## src/rtl/pwr_sup_pkg.sv

```systemverilog
package pwr_sup_pkg;
  typedef logic [7:0] code_t;

  function automatic logic code_in_window(code_t c, code_t lo, code_t hi);
    return (c >= lo) && (c <= hi);
  endfunction
endpackage

```

## src/rtl/btn_debounce.sv

```systemverilog
module btn_debounce #(
  parameter int DB_TICKS = 20
) (
  input  logic clk,
  input  logic rst_n,
  input  logic tick,
  input  logic raw,
  output logic stable
);
  localparam int CW = $clog2(DB_TICKS + 1);

  logic          s1_q, s2_q;
  logic          stb_q, stb_d;
  logic [CW-1:0] cnt_q, cnt_d;

  always_ff @(posedge clk or negedge rst_n) begin
    if (!rst_n) begin
      s1_q <= 1'b0;
      s2_q <= 1'b0;
    end else begin
      s1_q <= raw;
      s2_q <= s1_q;
    end
  end

  always_comb begin
    cnt_d = cnt_q;
    stb_d = stb_q;
    if (s2_q != stb_q) begin
      if (tick) begin
        if (cnt_q == CW'(DB_TICKS - 1)) begin
          stb_d = s2_q;
          cnt_d = '0;
        end else begin
          cnt_d = cnt_q + 1'b1;
        end
      end
    end else begin
      cnt_d = '0;
    end
  end

  always_ff @(posedge clk or negedge rst_n) begin
    if (!rst_n) begin
      stb_q <= 1'b0;
      cnt_q <= '0;
    end else begin
      stb_q <= stb_d;
      cnt_q <= cnt_d;
    end
  end

  assign stable = stb_q;

  // the accepted level changes only on a tick
  a_r5_change_on_tick: assert property (@(posedge clk) disable iff (!rst_n)
    !$stable(stb_q) |-> $past(tick));
endmodule

```

## src/rtl/rail_window.sv

```systemverilog
module rail_window
  import pwr_sup_pkg::*;
#(
  parameter code_t LO = 8'd95,
  parameter code_t HI = 8'd116
) (
  input  logic  clk,
  input  logic  rst_n,
  input  logic  sample_valid,
  input  code_t code,
  output logic  in_win,
  output logic  alarm
);
  logic out_q, out_d;
  logic alarm_q, alarm_d;

  assign in_win = code_in_window(code, LO, HI);

  always_comb begin
    out_d   = out_q;
    alarm_d = 1'b0;
    if (sample_valid) begin
      out_d   = !in_win;
      alarm_d = !in_win && !out_q;
    end
  end

  always_ff @(posedge clk or negedge rst_n) begin
    if (!rst_n) begin
      out_q   <= 1'b0;
      alarm_q <= 1'b0;
    end else begin
      out_q   <= out_d;
      alarm_q <= alarm_d;
    end
  end

  assign alarm = alarm_q;

  // an alarm always follows a sample
  a_r6_alarm_after_sample: assert property (@(posedge clk) disable iff (!rst_n)
    alarm_q |-> $past(sample_valid));
  // no alarm while the rail was already out of window
  a_r8_entry_only: assert property (@(posedge clk) disable iff (!rst_n)
    alarm_q |-> !$past(out_q));
endmodule

```

## src/rtl/pwr_supervisor.sv

```systemverilog
module pwr_supervisor
  import pwr_sup_pkg::*;
#(
  parameter int    DEBOUNCE_MS = 20,
  parameter int    HOLD_MS     = 3000,
  parameter logic  EN_AT_RESET = 1'b1,
  parameter code_t R33_LO      = 8'd95,
  parameter code_t R33_HI      = 8'd116,
  parameter code_t R50_LO      = 8'd144,
  parameter code_t R50_HI      = 8'd176
) (
  input  logic       clk,
  input  logic       rst_n,
  input  logic       ms_tick,
  input  logic       pwr_btn_raw,
  input  logic       rst_btn_raw,
  input  logic       ctrl_wr,
  input  logic [7:0] ctrl_wdata,
  output logic [7:0] ctrl_rdata,
  output logic [7:0] btn_status,
  input  logic       sample_valid,
  input  logic [7:0] rail33_code,
  input  logic [7:0] rail50_code,
  output logic       dcdc_en,
  output logic       sys_rst_n,
  output logic       evt_btn_change,
  output logic       evt_volt_alarm
);
  localparam int    NRAIL = 2;
  localparam int    HW    = $clog2(HOLD_MS + 1);
  localparam code_t LO_TAB [NRAIL] = '{R33_LO, R50_LO};
  localparam code_t HI_TAB [NRAIL] = '{R33_HI, R50_HI};

  // button conditioning
  logic [1:0] raw_vec, deb_vec;
  assign raw_vec = {rst_btn_raw, pwr_btn_raw};

  for (genvar b = 0; b < 2; b++) begin : g_btn
    btn_debounce #(.DB_TICKS(DEBOUNCE_MS)) i_deb (
      .clk    (clk),
      .rst_n  (rst_n),
      .tick   (ms_tick),
      .raw    (raw_vec[b]),
      .stable (deb_vec[b])
    );
  end

  logic pwr_deb, rst_deb;
  assign pwr_deb = deb_vec[0];
  assign rst_deb = deb_vec[1];

  // rail windows
  code_t      codes [NRAIL];
  logic [NRAIL-1:0] in_win, alarm_vec;
  assign codes[0] = rail33_code;
  assign codes[1] = rail50_code;

  for (genvar r = 0; r < NRAIL; r++) begin : g_rail
    rail_window #(.LO(LO_TAB[r]), .HI(HI_TAB[r])) i_win (
      .clk          (clk),
      .rst_n        (rst_n),
      .sample_valid (sample_valid),
      .code         (codes[r]),
      .in_win       (in_win[r]),
      .alarm        (alarm_vec[r])
    );
  end

  // state
  logic          en_q, en_d;
  logic [HW-1:0] hold_q, hold_d;
  logic          force_off;
  logic          pwr_prev_q;
  logic          rails_ok_q, rails_ok_d;
  logic          srst_n_q, srst_n_d;

  assign force_off = pwr_deb && ms_tick && (hold_q == HW'(HOLD_MS - 1));

  always_comb begin
    hold_d = hold_q;
    if (!pwr_deb) begin
      hold_d = '0;
    end else if (ms_tick && (hold_q != HW'(HOLD_MS))) begin
      hold_d = hold_q + 1'b1;
    end

    en_d = en_q;
    if (force_off) begin
      en_d = 1'b0;
    end else if (ctrl_wr) begin
      en_d = ctrl_wdata[0];
    end

    rails_ok_d = rails_ok_q;
    if (sample_valid) begin
      rails_ok_d = &in_win;
    end

    srst_n_d = rails_ok_q && !rst_deb;
  end

  always_ff @(posedge clk or negedge rst_n) begin
    if (!rst_n) begin
      en_q       <= EN_AT_RESET;
      hold_q     <= '0;
      pwr_prev_q <= 1'b0;
      rails_ok_q <= 1'b0;
      srst_n_q   <= 1'b0;
    end else begin
      en_q       <= en_d;
      hold_q     <= hold_d;
      pwr_prev_q <= pwr_deb;
      rails_ok_q <= rails_ok_d;
      srst_n_q   <= srst_n_d;
    end
  end

  assign ctrl_rdata     = {7'd0, en_q};
  assign btn_status     = {7'd0, pwr_deb};
  assign dcdc_en        = en_q;
  assign sys_rst_n      = srst_n_q;
  assign evt_btn_change = pwr_deb ^ pwr_prev_q;
  assign evt_volt_alarm = |alarm_vec;

  // a host write without a forced shutdown sets the enable
  a_r1_write_drives_enable: assert property (@(posedge clk) disable iff (!rst_n)
    (ctrl_wr && !force_off) |=> (dcdc_en == $past(ctrl_wdata[0])));
  // a completed hold switches the rail off
  a_r2_hold_forces_off: assert property (@(posedge clk) disable iff (!rst_n)
    force_off |=> !dcdc_en);
  // a pressed reset button holds the system in reset
  a_r3_reset_follows_button: assert property (@(posedge clk) disable iff (!rst_n)
    rst_deb |=> !sys_rst_n);
  // a sample with a rail out of window re-asserts reset
  a_r10_rail_out_resets: assert property (@(posedge clk) disable iff (!rst_n)
    (sample_valid && !(&in_win)) |=> ##1 !sys_rst_n);
endmodule

```

## config.mk

```make
export PLATFORM = sky130hd
export DESIGN_NAME = pwr_supervisor
export DESIGN_NICKNAME = d
export VERILOG_FILES = /design/src/rtl/pwr_sup_pkg.sv /design/src/rtl/btn_debounce.sv /design/src/rtl/rail_window.sv /design/src/rtl/pwr_supervisor.sv
export SDC_FILE = /design/constraint.sdc
export NUM_CORES = 1
export LEC_CHECK = 0
export BUFFER_PORTS_ARGS = -buffer_cell sky130_fd_sc_hd__buf_2
export CELL_PAD_IN_SITES_DETAIL_PLACEMENT = 1
export CELL_PAD_IN_SITES_GLOBAL_PLACEMENT = 2
export CORE_ASPECT_RATIO = 1.1
export CORE_MARGIN = 3
export CORE_UTILIZATION = 34
export CTS_CLUSTER_DIAMETER = 60
export CTS_CLUSTER_SIZE = 10
export DETAILED_ROUTE_END_ITERATION = 10
export PLACE_DENSITY_LB_ADDON = 0.1
export SLEW_MARGIN = 10
export SYNTH_ARGS = -nofsm -noshare
export SYNTH_HDL_FRONTEND = slang
export SYNTH_SLANG_ARGS = --single-unit
```

## constraint.sdc

```tcl
create_clock -name clk -period 2.8 [get_ports clk]
set_input_delay 0.42 -clock clk [delete_from_list [all_inputs] [get_ports clk]]
set_output_delay 0.42 -clock clk [all_outputs]
set_load 0.02 [all_outputs]
```

==> run metrics, run 1 <==
status=finished, final reports clean; HP Class=in -> async; Clk Latency, worst-skew pair=0.28 ns; Final Hold Viols=0; iteration-0 DRC count of the detailed router=78; TritonCTS clock tree=yes; Syn Area/Cell=10.21 um^2; total DRC errors in the routed layout=0; layout cells sized above 1=20.74%; root buffer cell=clkbuf_8; area grow syn2layout=14.12%; post-CTS setup repair buffer count=0; Fin Setup TNS=0 ns; Num CTS Buffers=5; All-Layer GR Usage=13.36%; largest net degree at the start of global routing=37; Final Worst Setup Slack=1.030 ns; drt via density=4.789; Top FF cell, synth=dfrtp_1; first-pass GRT wire length=7176 um; Peak VDD IR=201.3 uV; Final ANT Viol Nets=0; initial core utilization=36.53%; CP Class=reg -> out; Placement Setup Slack=1.139 ns; clk slew on worst S/H paths=0.07 ns; GPL Wtd Cong=0.7224; die height=84.16 um; asr flop ratio synth=100.0%; vias in the first global route=1583; Tcrit/Tclk final=63.22%; Post-synth EDFFs=0; CP arrival=1.35 ns; final-report setup violation count=0; number of antenna diodes=0; crit start category=register; antenna violations before repair=0; H-tree depth=2; # Max-Cap Violations=0; die area=0.006484 mm^2; Synth Warn #=0; Pins Over Slew Limit=0; Cell Pwr Density=502.5 mW/mm^2; Reg2Reg Depth=4; IO Count=51; WL per Instance=12.91 um; Yosys reg bits=36; Critical Path Fanout Max=19; die width=77.05 um; core footprint=0.005169 mm^2; maximum root-to-sink buffer count=2; fin crit period=1.770 ns; Resized Gates After CTS=0; WP data required=2.38 ns; via count=1384; LEAKAGE=0.001019 uW; HPWL Detailed=2840 um; Synth Cell Area=0.001888 mm^2; Synth Instances=185; Worst setup EP type=output port; I/O Buffers=29; Post-Route WL=3731 um; CTS sink cnt=36; Slowest cell on crit path=dfrtp_1; Max Freq=564.9 MHz; synth unique cells=40; worst-path cell chain=xor2_1 -> buf_2; router iterations before antenna repair=4; sequential area share after synthesis=47.78%; RSZ-0062 raised after global routing=no; WHS=0.2172 ns; Congestion Overflow GR=0; CP peak stage delay=0.70 ns; Final Skew=0.002071 ns; post-route cell area=0.002155 mm^2; relative slew slack=46.13%; CTS Hold Bufs=0; nets@finish=251; Area after DPL=0.002047 mm^2; fill count=601; Finished Core Util=41.68%; Least-Margin Pin Slew=0.8080 ns; FP Rows=27
cell type report:
type | instances | area, um^2 | share of cell area (%)
clock buffers | 6 | 72.57 | 3.368
clock inverters | 2 | 35.03 | 1.626
inverters | 6 | 22.52 | 1.045
multi-input cells | 137 | 879.6 | 40.82
flip-flops and latches | 36 | 902.1 | 41.87
well taps | 72 | 90.09 | 4.181
repair buffers | 30 | 152.6 | 7.085
state kept, by name, indices dropped and copies added (netlist names), 2 cells and up:
name and cells:
hold_q 12, g_btn.i_deb.s2_q 2, g_btn.i_deb.cnt_q 10, g_rail.i_win.out_q 2, g_btn.i_deb.s1_q 2, g_btn.i_deb.stable 2
g_rail.i_win.alarm 2
synth_stat cells (6+ instances only):
library cell | instances | share of area (%)
buf_4 | 16 | 6.4
nor2_1 | 9 | 1.8
inv_1 | 6 | 1.2
and2_1 | 8 | 2.7
xnor2_1 | 7 | 3.2
nand2_1 | 14 | 2.8
a21oi_1 | 7 | 1.9
o21ai_0 | 13 | 3.4
dfrtp_1 | 35 | 46
nand4_1 | 6 | 2.0
where the power goes:
part	total [uW]	leakage (uW)	switching, uW	internal (uW)
Combinational	95.3	0.000486	61.5	33.8
Clock	443	0.0000552	178	264
Sequential	545	0.000478	9.01	536
final timing paths:
kind,start,endpoint,slack (ns)
hold / removal,rst_n,hold_q[6],0.22
hold reg to reg,g_btn[1].i_deb.s1_q,g_btn[1].i_deb.s2_q,0.35
setup / recovery,g_btn[0].i_deb.stable,evt_btn_change,1.03
min in group clk,rst_btn_raw,g_btn[1].i_deb.s1_q,0.24
max in group asynchronous,rst_n,hold_q[9],2.06
setup reg to reg,hold_q[2],hold_q[11],1.22
per-layer routing:
| metal | up-vias | track usage, % | wire length [um] |
|---|---|---|---|
| met5 | - | 0 | 0 |
| li1 | 676 | - | - |
| met1 | 668 | 15.79 | 1632 |
| met4 | 0 | 2.913 | 28 |
| met2 | 35 | 24.25 | 1891 |
| met3 | 5 | 3.541 | 178 |
worst max-delay path: cells and delay by family, from the launching register on:
family | cells | cell delay [ns]
DFF | 1 | 0.70
xor gates and xnor gates | 1 | 0.18
buffers and inverters | 1 | 0.18
cell families after synthesis:
logic type	synth area share, %
AND/OR/NAND/NOR	21.60
flip-flops	47.78
AO/OA/AOI/OAI	10.54
buffers and inverters	8.217
XOR/XNOR	5.567
multiplexers	3.446
adder cells (fa/ha/maj)	2.651
other	0.1986
stage by stage:
step / total power [uW] / cells
after floorplan: 625.2 / 198
after global placement: 646.9 / 281
after detailed placement: 652.2 / 281
after CTS: 1107 / 289
after global routing: 1143 / 289
final: 1083 / 289
cell usage in the layout (no fill, tap or decap), types with 4 or more instances in the layout:
master | synthesis | final
clkbuf_8 | 0 | 5
nand4_1 | 6 | 6
nand2_1 | 14 | 14
o21ai_0 | 13 | 13
conb_1 | 1 | 14
mux2_2 | 4 | 4
buf_2 | 1 | 29
dfrtp_1 | 35 | 35
inv_1 | 6 | 6
ha_1 | 4 | 4
a21oi_1 | 7 | 7
xor2_1 | 5 | 5
nand3_1 | 5 | 5
nor2_1 | 9 | 9
nor3_1 | 4 | 4
nor2b_1 | 5 | 5
and2_1 | 8 | 8
xnor2_1 | 7 | 7
Power figures use the tool's default switching activity.
==> inputs of run 2 (changes only) <==
--- a/config.mk
+++ b/config.mk
@@ -5,12 +5,13 @@
 export SDC_FILE = /design/constraint.sdc
 export NUM_CORES = 1
 export LEC_CHECK = 0
+export ABC_AREA = 1
 export BUFFER_PORTS_ARGS = -buffer_cell sky130_fd_sc_hd__buf_2
 export CELL_PAD_IN_SITES_DETAIL_PLACEMENT = 1
 export CELL_PAD_IN_SITES_GLOBAL_PLACEMENT = 2
 export CORE_ASPECT_RATIO = 1.1
 export CORE_MARGIN = 3
-export CORE_UTILIZATION = 34
+export CORE_UTILIZATION = 30
 export CTS_CLUSTER_DIAMETER = 60
 export CTS_CLUSTER_SIZE = 10
 export DETAILED_ROUTE_END_ITERATION = 10
==> constraint.sdc (replaced) <==
create_clock -name clk -period 1.82 [get_ports clk]
set_input_delay 0.273 -clock clk [delete_from_list [all_inputs] [get_ports clk]]
set_output_delay 0.273 -clock clk [all_outputs]
set_load 0.02 [all_outputs]
==> run metrics, run 2 <==
Syn Area/Cell=8.115 um^2 (-20%); Num CTS Buffers=5 (unchanged); GPL Wtd Cong=0.7100 (-1.7%); grt met3 use=3.721% (+0.18 points); Area after DPL=0.002186 mm^2 (+6.8%); initial core utilization=31.53% (-5.0 points); Final Skew=0.008196 ns (+0.006125 ns); synth unique cells=30 (-25%); Clk Latency, worst-skew pair=0.30 ns (+0.02 ns); Synth Cell Area=0.001988 mm^2 (+5.3%); WP data required=1.55 ns (-0.83 ns); Post-synth EDFFs=0 (unchanged); Yosys top cell by area=dfrtp_1; FF+latch area=902.1 um^2 (unchanged); clk slew on worst S/H paths=0.08 ns (about the same); total DRC errors in the routed layout=0 (unchanged); Peak VDD IR=337.2 uV (+67%); met1 usage=16.20% (+0.41 points); root buffer cell=clkbuf_8; CP Class=reg -> out; All-Layer GR Usage=13.21% (-0.15 points); die height=91.38 um (+8.6%); Critical Path Fanout Max=9 (-10); nets@finish=316 (+26%); Synth Instances=245 (+32%); HP Class=in -> reg; Synth Warn #=0 (unchanged); Pins Over Slew Limit=0 (unchanged); met2 GRT Util=22.02% (-2.2 points); sequential area share after synthesis=45.37% (-2.4 points); CP top delay family=flip-flops; Final Hold Viols=0 (unchanged); Resized Gates After CTS=0 (unchanged); IO Count=51 (unchanged); CP peak stage delay=0.61 ns (-0.09 ns); Slowest cell on crit path=dfrtp_1; Most Crowded Layer GR=met2; Reg with most FFs=hold_q; most frequent cells in the layout=nand2_1 (57), dfrtp_1 (35), buf_2 (29); WL per Instance=12.46 um (-3.5%); crit start category=register; flop-to-flop setup slack=0.33 ns (-0.89 ns); biggest regs=hold_q x12, g_btn.i_deb.cnt_q x10; commonest cells in the netlist=nand2_1 (57), dfrtp_1 (35), inv_1 (24), nor2_1 (24), nand3_1 (22); number of antenna diodes=0 (unchanged); RSZ-0062 raised after global routing=no; fill count=789 (+31%); Tcrit/Tclk final=84.25%; # Max-Cap Violations=0 (unchanged); Post-Route WL=4511 um (+21%); leading cell type in the layout, fill and taps excluded=nand2_1; iteration-0 DRC count of the detailed router=27 (-65%); CP arrival=1.26 ns (-0.09 ns); Final ANT Viol Nets=0 (unchanged); Cell Pwr Density=815.0 mW/mm^2 (+62%); Fin Setup TNS=0 ns (unchanged); via count=1658 (+20%); worst path bufs/invs=1 (unchanged); area grow syn2layout=15.10%; first-pass GRT wire length=8121 um (+13%); Multi-input gate area=900.9 um^2 (+2.4%); die area=0.007641 mm^2 (+18%); Largest register FFs=12 (unchanged); HPWL Detailed=3417 um (+20%); top post-synthesis cells by area=dfrtp_1 (44%), nand2_1 (11%), buf_4 (6.0%), nand3_1 (5.5%), inv_1 (4.5%); final-report setup violation count=0 (unchanged); top cell type's share of synthesized area=44.05% (-2.3 points); I/O Buffers=29 (unchanged); Max Freq=652.2 MHz; CTS sink cnt=36 (unchanged); largest net degree at the start of global routing=37 (unchanged); H-tree depth=2 (unchanged); core footprint=0.006306 mm^2 (+22%); router iterations before antenna repair=4 (unchanged); TritonCTS clock tree=yes; asr flop ratio synth=100.0% (unchanged); vias in the first global route=1693 (+6.9%); LEAKAGE=0.001124 uW (+10%); FP Rows=30 (+11%); worst-path cell chain=xor2_1 -> buf_2; drt via density=4.580 (-4.4%); maximum root-to-sink buffer count=2 (unchanged); die width=83.62 um (+8.5%); status=finished, final reports clean; fin crit period=1.533 ns; Congestion Overflow GR=0 (unchanged); Top FF cell, synth=dfrtp_1; post-route cell area=0.002288 mm^2 (+6.2%); Worst setup EP type=output port; layout cells sized above 1=18.44% (-2.3 points); Yosys reg bits=36 (unchanged); antenna violations before repair=0 (unchanged); count leader, synth=nand2_1
run 2: cell count changes after synthesis, moves of 4 or more:
cell / delta
and2_1: -8
inv_1: +18
mux2_2: -4
nand2_1: +43
nand3_1: +17
nand4_1: +7
nor2_1: +15
nor2b_1: -5
xnor2_1: -7
run 2: metal layers:
layer	wire, um	up-vias	part of all wire, %
met2	2190	38	49
met3	245	6	5.4
met4	72	0	1.6
met1	2002	776	44
li1	-	838	-
met5	0	-	0
run 2: through the flow:
stage          setup WS [ns]  util [%]  hold WS, ns  cells  total power, uW
4_1_cts               0.2494     36.29      0.06560    362             1906
2_1_floorplan         0.5580         -     -0.02259    258             1191
3_3_place_gp          0.3454     34.66       0.2583    353             1279
6_report              0.2866     36.29      0.07598    362             1865
5_1_grt               0.1321     36.29      0.05680    362             1998
3_5_place_dp          0.2848     34.66       0.2590    353             1290
run 2: layout make-up:
class                      count  area share [%]
sequential                    36           39.42
timing repair buffer          33           8.311
inverter                      26           4.483
multi-input combinational    179           39.37
clock buffer                   5           3.007
clock inverter                 3           1.039
tap                           80           4.374
run 2: where the power goes:
| part | internal [uW] | total (uW) | leakage [uW] | switching, uW |
|---|---|---|---|---|
| clock | 271 | 597 | 0.0000404 | 325 |
| combinational | 121 | 321 | 0.000622 | 200 |
| sequential | 870 | 948 | 0.000461 | 77.6 |
run 2: what timing repair did:
| action | 4_1_cts | 5_1_grt |
|---|---|---|
| endpoints found under the hold margin | 35 | 0 |
| buffers inserted | 0 | 0 |
| hold buffers | 1 | 0 |
run 2: worst reg2reg max path: stages, from the launching register on:
cell and delay (ns):
dfrtp_1 0.40, inv_1 0.11, ha_1 0.16, nand2_1 0.05, nor2_1 0.09, nand3_1 0.11
nand2_2 0.10, inv_1 0.16, nand3_1 0.12, o21ai_0 0.08
run 2: cells by family after synthesis:
kind of cell,synth area share [%]
AND/OR/NAND/NOR,29.01
buffers and inverters,11.77
flip-flops,45.37
AO/OA/AOI/OAI,6.294
XOR/XNOR,4.343
adder cells (fa/ha/maj),2.517
other,0.1886
multiplexers,0.5035
run 2: worst paths after layout:
path / endpoint / start / cells past startpoint
setup / recovery: evt_btn_change / g_btn[0].i_deb.stable / 2
hold / removal: g_btn[1].i_deb.s1_q / rst_btn_raw / 1
setup reg to reg: hold_q[1] / hold_q[0] / 9
hold reg to reg: g_btn[0].i_deb.s2_q / g_btn[0].i_deb.s1_q / 0
max in group asynchronous: dcdc_en / rst_n / 3
min in group asynchronous: hold_q[10] / rst_n / 3
==> inputs of run 3 (changes only) <==
--- a/config.mk
+++ b/config.mk
@@ -11,7 +11,7 @@
 export CELL_PAD_IN_SITES_GLOBAL_PLACEMENT = 2
 export CORE_ASPECT_RATIO = 1.1
 export CORE_MARGIN = 3
-export CORE_UTILIZATION = 30
+export CORE_UTILIZATION = 27
 export CTS_CLUSTER_DIAMETER = 60
 export CTS_CLUSTER_SIZE = 10
 export DETAILED_ROUTE_END_ITERATION = 10
==> constraint.sdc (replaced) <==
create_clock -name clk -period 1.38 [get_ports clk]
set_input_delay 0.207 -clock clk [delete_from_list [all_inputs] [get_ports clk]]
set_output_delay 0.207 -clock clk [all_outputs]
set_load 0.02 [all_outputs]
==> run metrics, run 3 (synthesized netlist as in run 2, its figures left out) <==
CP peak stage delay=0.40 ns (-0.21 ns); CTS sink cnt=36 (unchanged); LEAKAGE=0.001291 uW (+15%); post-route cell area=0.002665 mm^2 (+16%); Placement Setup Slack=-0.1341 ns (-0.4189 ns); Critical Path Fanout Max=8 (-1); Reg power frac=43.0% (-7.8 points); biggest regs=hold_q x12, g_btn.i_deb.cnt_q x10; clk slew on worst S/H paths=0.08 ns (about the same); leading cell type in the layout, fill and taps excluded=nand2_1; All-Layer GR Usage=12.93% (-0.28 points); drt via density=4.470 (-2.4%); failing checks=negative setup slack; FP Rows=32 (+6.7%); worst-path cell chain=inv_2 -> ha_4 -> nand2_2 -> nor2_2 -> nand3_2 -> nand2_4 -> clkinvlp_4 -> nand4_1 -> nand2_1; placed insts=374 (+5.9%); vias in the first global route=1816 (+7.3%); H-tree depth=2 (unchanged); Slowest cell on crit path=dfrtp_1; overall power=2882 uW (+55%); GPL Wtd Cong=0.6970 (-1.8%); IO Count=51 (unchanged); first-pass GRT wire length=8452 um (+4.1%); power share of the clock group=32.5% (+0.5 points); Sw Pwr=871.6 uW (+45%); Tcrit/Tclk final=109.0%; Area after DPL=0.002312 mm^2 (+5.8%); I/O Buffers=29 (unchanged); core footprint=0.007087 mm^2 (+12%); HPWL Detailed=3701 um (+8.3%); Final Worst Setup Slack=-0.1236 ns (-0.4102 ns); iteration-0 DRC count of the detailed router=33 (+22%); Num CTS Buffers=5 (unchanged); Final ANT Viol Nets=0 (unchanged); fin cells=394 (+8.8%); status=finished with violations; die width=87.82 um (+5.0%); Reg with most FFs=hold_q; Peak VDD IR=518.6 uV (+54%); most frequent cells in the layout=nand2_1 (54), dfrtp_1 (33), buf_2 (28); via count=1761 (+6.2%); HP Class=in -> reg; crit start category=register; fin crit period=1.504 ns; Worst setup EP type=register; Clk Latency, worst-skew pair=0.29 ns (about the same); CP Class=reg -> reg; Cell Pwr Density=1081 mW/mm^2 (+33%); TritonCTS clock tree=yes; final-report setup violation count=12 (+12); Finished Core Util=37.61% (+1.3 points); fill count=881 (+12%); area grow syn2layout=34.05%; Max Freq=665.1 MHz; die area=0.008430 mm^2 (+10%); RSZ-0062 raised after global routing=yes; Largest register FFs=12 (unchanged); nets@finish=343 (+8.5%); Internal Power=2010 uW (+59%); Comb pwr share=24.4% (+7.2 points); Final Hold Viols=0 (unchanged); CP arrival=1.69 ns (+0.43 ns); die height=96 um (+5.1%); Final Skew=0.003771 ns (-0.004425 ns); root buffer cell=clkbuf_8; antenna violations before repair=0 (unchanged); Congestion Overflow GR=0 (unchanged); CP top delay family=simple AND/OR/NAND/NOR gates; Pins Over Slew Limit=0 (unchanged); maximum root-to-sink buffer count=2 (unchanged); number of antenna diodes=0 (unchanged); initial core utilization=28.05% (-3.5 points); WL per Instance=12.74 um (+2.2%); # Max-Cap Violations=0 (unchanged); WP data required=1.56 ns (about the same); largest net degree at the start of global routing=37 (unchanged); Switching Fraction=30.25% (-2.1 points); layout cells sized above 1=31.39% (+13 points); worst path bufs/invs=2 (+1); router iterations before antenna repair=4 (unchanged); total DRC errors in the routed layout=0 (unchanged); Post-Route WL=5019 um (+11%)
-- run 3: cell types whose count changed in the layout (fill, tap and decap cells not counted), sizes merged --
cell,previous run,this run
bufinv,0,1
dlygate4sd3,1,2
inv,25,24
buf,32,58
clkbuf,5,6
clkinvlp,2,1
-- run 3: repair_timing --
| action | CTS | global route |
|---|---|---|
| endpoints found under the setup margin | 11 | 18 |
| pin swaps | 3 | 21 |
| gates resized for setup | 9 | 33 |
| hold buffers | 1 | 1 |
| buffers inserted | 7 | 5 |
| endpoints found under the hold margin | 35 | 1 |
-- run 3: final timing paths --
path                                     startpoint                  end  slack [ns]  depth (start not counted)
min in group asynchronous                     rst_n            hold_q[9]        0.40                          3
max in group asynchronous                     rst_n              dcdc_en        0.71                          3
worst max-delay path                      hold_q[0]            hold_q[6]       -0.12                          9
worst max register to register            hold_q[0]            hold_q[6]       -0.12                          9
worst min-delay path                    rst_btn_raw  g_btn[1].i_deb.s1_q        0.03                          1
worst min register to register  g_btn[1].i_deb.s1_q  g_btn[1].i_deb.s2_q        0.36                          0
-- run 3: layout make-up --
type	instances	area [um^2]	share of cell area, %
tap	85	106.4	3.991
clock buffer	6	72.57	2.723
timing repair buffer	60	409.1	15.35
inverter	26	113.9	4.272
multi-input combinational	179	1023	38.40
sequential	36	904.6	33.94
clock inverter	2	35.03	1.315
-- run 3: per-layer routing --
layer | GRT usage (%) | vias to the layer above | part of all wire [%]
li1 | - | 893 | -
met1 | 16.20 | 838 | 45
met2 | 21.98 | 25 | 50
met3 | 3.596 | 5 | 3.3
met4 | 3.069 | 0 | 0.90
met5 | 0 | - | 0
-- run 3: power groups by stage --
stage / clock [uW] / sequential, uW / combinational, uW
final: 938 / 1240 / 704
after global routing: 1030 / 1260 / 798
after CTS: 993 / 1230 / 605
after detailed placement: 0 / 1250 / 509
after global placement: 0 / 1250 / 502
after floorplan: 0 / 1250 / 321
-- run 3: worst register-to-register path, cell delays in order, from the launching register on --
cell,delay [ns]
dfrtp_1,0.40
inv_2,0.08
ha_4,0.12
nand2_2,0.04
nor2_2,0.11
nand3_2,0.09
nand2_4,0.09
clkinvlp_4,0.22
nand4_1,0.17
nand2_1,0.06
-- run 3: metrics by stage --
stage | setup TNS, ns | hold slack (ns)
floorplan | 0 | -0.08859
global placement | -0.6791 | 0.1940
detailed placement | -0.9910 | 0.1906
CTS | -0.7889 | 0.001968
global route | -2.515 | 0.01085
finish | -0.9460 | 0.02980
